<file path="config.mk">
export PLATFORM = sky130hd
export DESIGN_NAME = err_irq_bank
export DESIGN_NICKNAME = d
export VERILOG_FILES = /design/src/rtl/err_irq_bank.sv
export SDC_FILE = /design/constraint.sdc
export NUM_CORES = 1
export LEC_CHECK = 0
export CORE_ASPECT_RATIO = 0.7
export CORE_MARGIN = 5
export CORE_UTILIZATION = 45
export CTS_CLUSTER_DIAMETER = 120
export DETAILED_ROUTE_END_ITERATION = 12
export DONT_BUFFER_PORTS = 1
export PLACE_DENSITY = 0.67
export RECOVER_POWER = 50
export SYNTH_ARGS = -nofsm -noshare
export SYNTH_HDL_FRONTEND = slang
export SYNTH_SLANG_ARGS = --single-unit
</file>
<file path="constraint.sdc">
create_clock -name clk -period 2.2 [get_ports clk]
set_input_delay 0.11 -clock clk [delete_from_list [all_inputs] [get_ports clk]]
set_output_delay 0.11 -clock clk [all_outputs]
set_load 0.02 [all_outputs]
</file>
<file path="src/rtl/err_irq_bank.sv">
module err_irq_bank #(
  parameter int DATA_W = 16,
  parameter int HW_W   = 10,
  parameter logic [DATA_W-1:0] IMPL_MASK = 16'h037F
) (
  input  logic              clk,
  input  logic              rst_n,
  input  logic [1:0]        bus_addr,
  input  logic              bus_wr,
  input  logic [DATA_W-1:0] bus_wdata,
  output logic [DATA_W-1:0] bus_rdata,
  input  logic [HW_W-1:0]   hw_err,
  output logic              err_irq,
  output logic              error_any
);

  localparam logic [1:0] A_STS = 2'd0;
  localparam logic [1:0] A_SEN = 2'd1;
  localparam logic [1:0] A_SIG = 2'd2;
  localparam logic [1:0] A_INJ = 2'd3;

  logic [DATA_W-1:0] status, stat_en, sig_en;
  logic [DATA_W-1:0] hw_ext, inj_req, set_req, clr_req;

  assign hw_ext  = DATA_W'(hw_err);
  assign inj_req = (bus_wr && bus_addr == A_INJ) ? bus_wdata : '0;
  assign clr_req = (bus_wr && bus_addr == A_STS) ? bus_wdata : '0;
  assign set_req = (hw_ext | inj_req) & stat_en & IMPL_MASK;

  always_ff @(posedge clk) begin
    if (!rst_n) begin
      status  <= '0;
      stat_en <= '0;
      sig_en  <= '0;
      err_irq <= 1'b0;
    end else begin
      status  <= (status & ~clr_req) | set_req;
      if (bus_wr && bus_addr == A_SEN) stat_en <= bus_wdata & IMPL_MASK;
      if (bus_wr && bus_addr == A_SIG) sig_en  <= bus_wdata & IMPL_MASK;
      err_irq <= |(status & stat_en & sig_en);
    end
  end

  assign error_any = |status;

  always_comb begin
    case (bus_addr)
      A_STS:   bus_rdata = status;
      A_SEN:   bus_rdata = stat_en;
      A_SIG:   bus_rdata = sig_en;
      default: bus_rdata = '0;
    endcase
  end

endmodule


</file>
==> results of run 1 <==
==> registers in the layout, summed over array words and instances, names as in the netlist <==
signal and flops:
err_irq 1, sig_en 9, stat_en 9, status 16
==> worst paths after layout <==
kind                      to  slack, ps
setup / recovery   error_any        790
hold / removal     sig_en[8]          6
setup reg to reg  status[15]       1030
hold reg to reg    sig_en[9]        550
==> critical path, cell delays in order, from the launching register on <==
cell,delay [ps]
dfxtp_1,340
nor4_1,350
nand4_1,310
==> power breakdown <==
part	switching [W]	internal, W	leakage [nW]
combinational	0.0000596	0.0000653	0.536
clock	0.000230	0.000222	0.0422
sequential	0.0000149	0.000649	0.283
total	0.000304	0.000936	0.862
==> Yosys cell counts, types with 3 or more instances <==
cell      instances  area, µm²
mux2i_1          27        270
a21boi_2          3       33.8
dfxtp_1          35        701
nand2_1          17       63.8
a41oi_1           9       78.8
a21oi_1           7       35.0
o21a_1            9       67.6
buf_6             4       45.0
nor2b_1          27        169
nor4_1            4       25.0
and2_1            7       43.8
nand3_1          10       50.1
a21boi_0          6       45.0
buf_4             3       22.5
buf_2             4       20.0
o21ai_1           9       45.0
==> logic make-up (layout without fill, tap and decap cells) <==
kind of cell	Yosys count	in the layout
muxes	27	27
DFF	35	35
buffers and inverters	13	33
AOI/OAI and AO/OA	44	44
and+or+nand+nor	72	72
==> stage by stage <==
step           utilization, %  cell area [µm²]  power, W
6_report                 54.0             2090   0.00124
5_1_grt                  54.0             2090   0.00129
4_1_cts                  53.8             2080   0.00125
3_5_place_dp             45.5             1760  0.000767
3_3_place_gp             45.5             1760  0.000762
2_1_floorplan               -             1790  0.000779
==> routing by layer <==
metal,wire (µm),GRT usage [%]
met5,0,0
met2,2350,30.0
met4,127,8.30
met1,2190,23.9
met3,438,7.38
==> layout make-up <==
| class | count | area share [%] |
|---|---|---|
| repair buffers | 25 | 12.0 |
| flip-flops and latches | 35 | 33.5 |
| well taps | 52 | 3.11 |
| clock inverters | 1 | 0.239 |
| multi-input cells | 143 | 47.6 |
| clock buffers | 7 | 3.65 |
==> timing repair <==
item	4_1_cts	5_1_grt
hold buffers	24	1
endpoints found under the hold margin	35	1
setup endpoints to repair	0	0
buffers inserted	0	0
==> results.cfg, run 1 <==
[min_path]
min_from = bus_wdata[8]
min_path_cells = 2
hold_class = in2reg

[clock_tree]
cts_tree = done
cts_max_level = 2
clock-root-buffer = clkbuf_8
clkTransAtPathRegs_ps = 70
cts_resized = 0
clkLatencyLatePin_ps = 300
max-clock-path-buffers = 2
cts_sinks = 35
cts_made_buffers = 5

[critical_path]
crit_required_ps = 2090
r2r-start = status[15]
crit_start = status[5]
worstPathArrival_ps = 1300
crit_type = reg2out
end_kind = output port
worst-path-max-fanout = 4
r2r_cells = 3
startpoint_type = flop

[yosys]
synthFlopType = dfxtp_1
ys_ff_latch = 35
syn_inst = 191
yosysWarnings = 0
synth_xor_xnor_area_share_pct = 0
synth.distinct_cells = 23
syn-cell-area_um2 = 1790
syn_nets = 222
yosysSeqAreaShare_pct = 39.1
synth-async-reset-ratio_pct = 0
synthAdderAreaFrac_pct = 0
syn_area_per_cell_um2 = 9.38
synth-compound-area-share_pct = 17.5
synth_simple_gate_area_share_pct = 23.0
synth_mux_area_share_pct = 15.1
synth_edf_count = 0
synth_top_family_by_area = simple AND/OR/NAND/NOR gates

[finish]
drive_gt1_share_pct = 5.21
antennaDiodeCount = 0
final_nets = 241
final_common_cell = dfxtp_1
area_growth_pct = 16.8
stdcell_count = 263
nFillCells = 351
ff_latch_area_um2 = 701
final_cell_mix = dfxtp_1, mux2i_1, nor2b_1, dlygate4sd3_1, nand2_1
multi_input_comb_area_um2 = 996

[route]
wl_mm = 5.11
drt_iter0_drc = 72
wl_per_cell_um = 19.4
antenna_left = 0
vias = 1585
drc = 0
viasPerCell = 6.03
drtPass1Iterations = 4

[placed_design]
dpl.cell_count = 230
place_ws_ps = 925
place_congestion = 0.781
port_buffers = 0
dp.final_hpwl_mm = 3.19

[global_route]
overflow = 0
grt_antenna_before_repair = 0
grt_pass1_vias = 1527
grt_first_pass_wirelength_mm = 7.91
grtUsageTotal_pct = 19.4
grt_max_degree = 29

[sta]
hold_viol = 0
setup-tns-final_ps = 0
post-route-min-period_ps = 1410
slew_viol_final = 0
rsz0062_at_grt = false
hold_slack_ps = 6.44
setup_ws_ps = 788
fmax_ghz = 0.708
setup_viol = 0
tightestPinTransition_ps = 900
period_share_pct = 64.2
clock_skew_ps = 5.27
slew_headroom_pct = 39.8

[floorplan]
fp.dieW_um = 85.4
io-pin-count = 49
coreArea_um2 = 3870
die_h_um = 62.8
row_count = 19
die_area_um2 = 5360
initial_core_util_pct = 46.2

[pwr]
total_leakage_power_nw = 0.862
cellPowerDensity_nw_per_um2 = 593
vdd_drop_max_uv = 353

[flow_run]
drv_cap = 0

[status]
status = finished, final reports clean
(Power assumes the default switching activity.)
==> inputs of run 2 (changes only) <==
PLACE_DENSITY = 0.69   (was 0.67)
clock period = 1.2 ns   (was 2.2 ns; I/O delays follow)
==> run 2 against run 1 <==
- critical path depth did not move
- highest routed layer unchanged
- via count fell by 0.32%
- die area did not move
- global-route usage fell by 1.6 points
- worst setup slack got worse by 870 ps
- count of clock-buffer cells in the layout fell by 1
- clock skew fell by 0.58 ps
- the run now ends with negative setup slack left
==> results.cfg, run 2 (synthesized netlist as in run 1, its figures left out) <==
[status]
status = complete, but fails checks
violations = negative setup slack

[critical_path]
crit_type = reg2out
end_kind = output port
startpoint_type = flop
worst-path-max-fanout = 2
worstPathArrival_ps = 1220
crit_path_top_delay_cell = dfxtp_2
slowest_delay_ps = 340
cp_cell_sequence = nor4_4 -> nand4_1
crit_required_ps = 1140

[clock_tree]
cts_max_level = 2
clkTransAtPathRegs_ps = 70
cts_tree = done
clock-root-buffer = clkbuf_8
clkLatencyLatePin_ps = 280
cts_sinks = 35
cts_made_buffers = 5
max-clock-path-buffers = 2

[finish]
largest_register_ffs = 16
final_nets = 255
area_growth_pct = 24.5
final_cell_mix = mux2i_1, nor2b_1, dfxtp_1, dlygate4sd3_1, nand2_1
drive_gt1_share_pct = 17.9
top_register = status
antennaDiodeCount = 0
reg_top3 = status (16), sig_en (9), stat_en (9)
final_util_pct = 57.6

[placed_design]
dp.final_hpwl_mm = 3.18
port_buffers = 0
place_congestion = 0.832

[global_route]
grt_busiest_layer = met2
grtUsageTotal_pct = 17.8
grt_pass1_vias = 1519
grtUsageMet3_pct = 4.48
grt_first_pass_wirelength_mm = 7.55
grt_use_met1_pct = 23.4
grt_max_degree = 30
overflow = 0
use_met2_pct = 27.8
grt_antenna_before_repair = 0

[floorplan]
die_area_um2 = 5360
row_count = 19
coreArea_um2 = 3870
die_h_um = 62.8
fp.dieW_um = 85.4
io-pin-count = 49
initial_core_util_pct = 46.2

[sta]
period_share_pct = 107
clock_skew_ps = 4.69
setup_ws_ps = -78.4
hold_viol = 0
tightestPinTransition_ps = 1150
fmax_ghz = 0.782
rsz0062_at_grt = true
slew_viol_final = 0
post-route-min-period_ps = 1280
slew_headroom_pct = 23.3
setup_viol = 1

[route]
vias = 1580
drt_iter0_drc = 98
antenna_left = 0
wl_per_cell_um = 18.1
wl_mm = 4.99
drtPass1Iterations = 4
drc = 0
viasPerCell = 5.72

[pwr]
p_int_w = 0.00178
pwr-share-seq_pct = 52.0
clock_power_share_pct = 37.0
power_w = 0.00234
cellPowerDensity_nw_per_um2 = 1050
vdd_drop_max_uv = 606
swShare_pct = 24.1
p_switching_w = 0.000565
comb_power_share_pct = 10.9
total_leakage_power_nw = 0.954

[flow_run]
drv_cap = 0

[min_path]
hold_class = in2reg
[run 2: cell count changes in the layout (fill, tap and decap cells not counted), sizes merged]
cell         delta
buf            +15
dlygate4sd3     -2
[run 2: layout make-up]
type	instances	area, µm²
fillers	326	1640
multi-input cells	143	1020
flip-flops and latches	35	713
repair buffers	39	347
clock buffers	6	82.6
well taps	52	65.1
clock inverters	1	5.00
[run 2: worst max-delay path, delay by kind of cell (launching register included)]
family | cells | cell delay, ps
flip-flops | 1 | 340
AND/OR/NAND/NOR | 2 | 590
[run 2: metrics by stage]
step                area, µm²  setup slack (ps)  TNS (ps)  hold slack, ps  std cells
detailed placement       1870              81.2         0             150        244
CTS                      2210             -70.7      -117            10.0        275
floorplan                1790               320         0             147        191
global route             2230              -115      -142            33.4        276
global placement         1870               102         0             149        244
finish                   2230             -78.4     -78.4            28.0        276
[run 2: metal layers]
layer,vias to the layer above,part of all wire (%)
met3,11,7.9
met4,0,2.0
met1,762,44
met5,-,0
met2,58,46
li1,749,-
[run 2: path summary, 6_finish.rpt]
check	startpoint	to	slack, ps	cells after the start
setup / recovery	status[12]	error_any	-80	2
hold / removal	bus_wdata[5]	status[5]	30	2
setup reg to reg	status[10]	status[10]	20	3
hold reg to reg	stat_en[6]	stat_en[6]	550	2
[run 2: what timing repair did]
item,4_1_cts,5_1_grt
buffers inserted,1,0
hold buffers,23,1
resized for setup,6,9
endpoints found under the setup margin,2,36
pin swaps,3,0
hold endpoints to repair,35,1
[run 2: power by group through the flow]
stage | logic (W) | clock network [W] | registers (W)
finish | 0.000257 | 0.000868 | 0.00122
global route | 0.000274 | 0.000934 | 0.00122
CTS | 0.000252 | 0.000874 | 0.00122
detailed placement | 0.000185 | 0 | 0.00124
global placement | 0.000181 | 0 | 0.00124
floorplan | 0.000194 | 0 | 0.00123
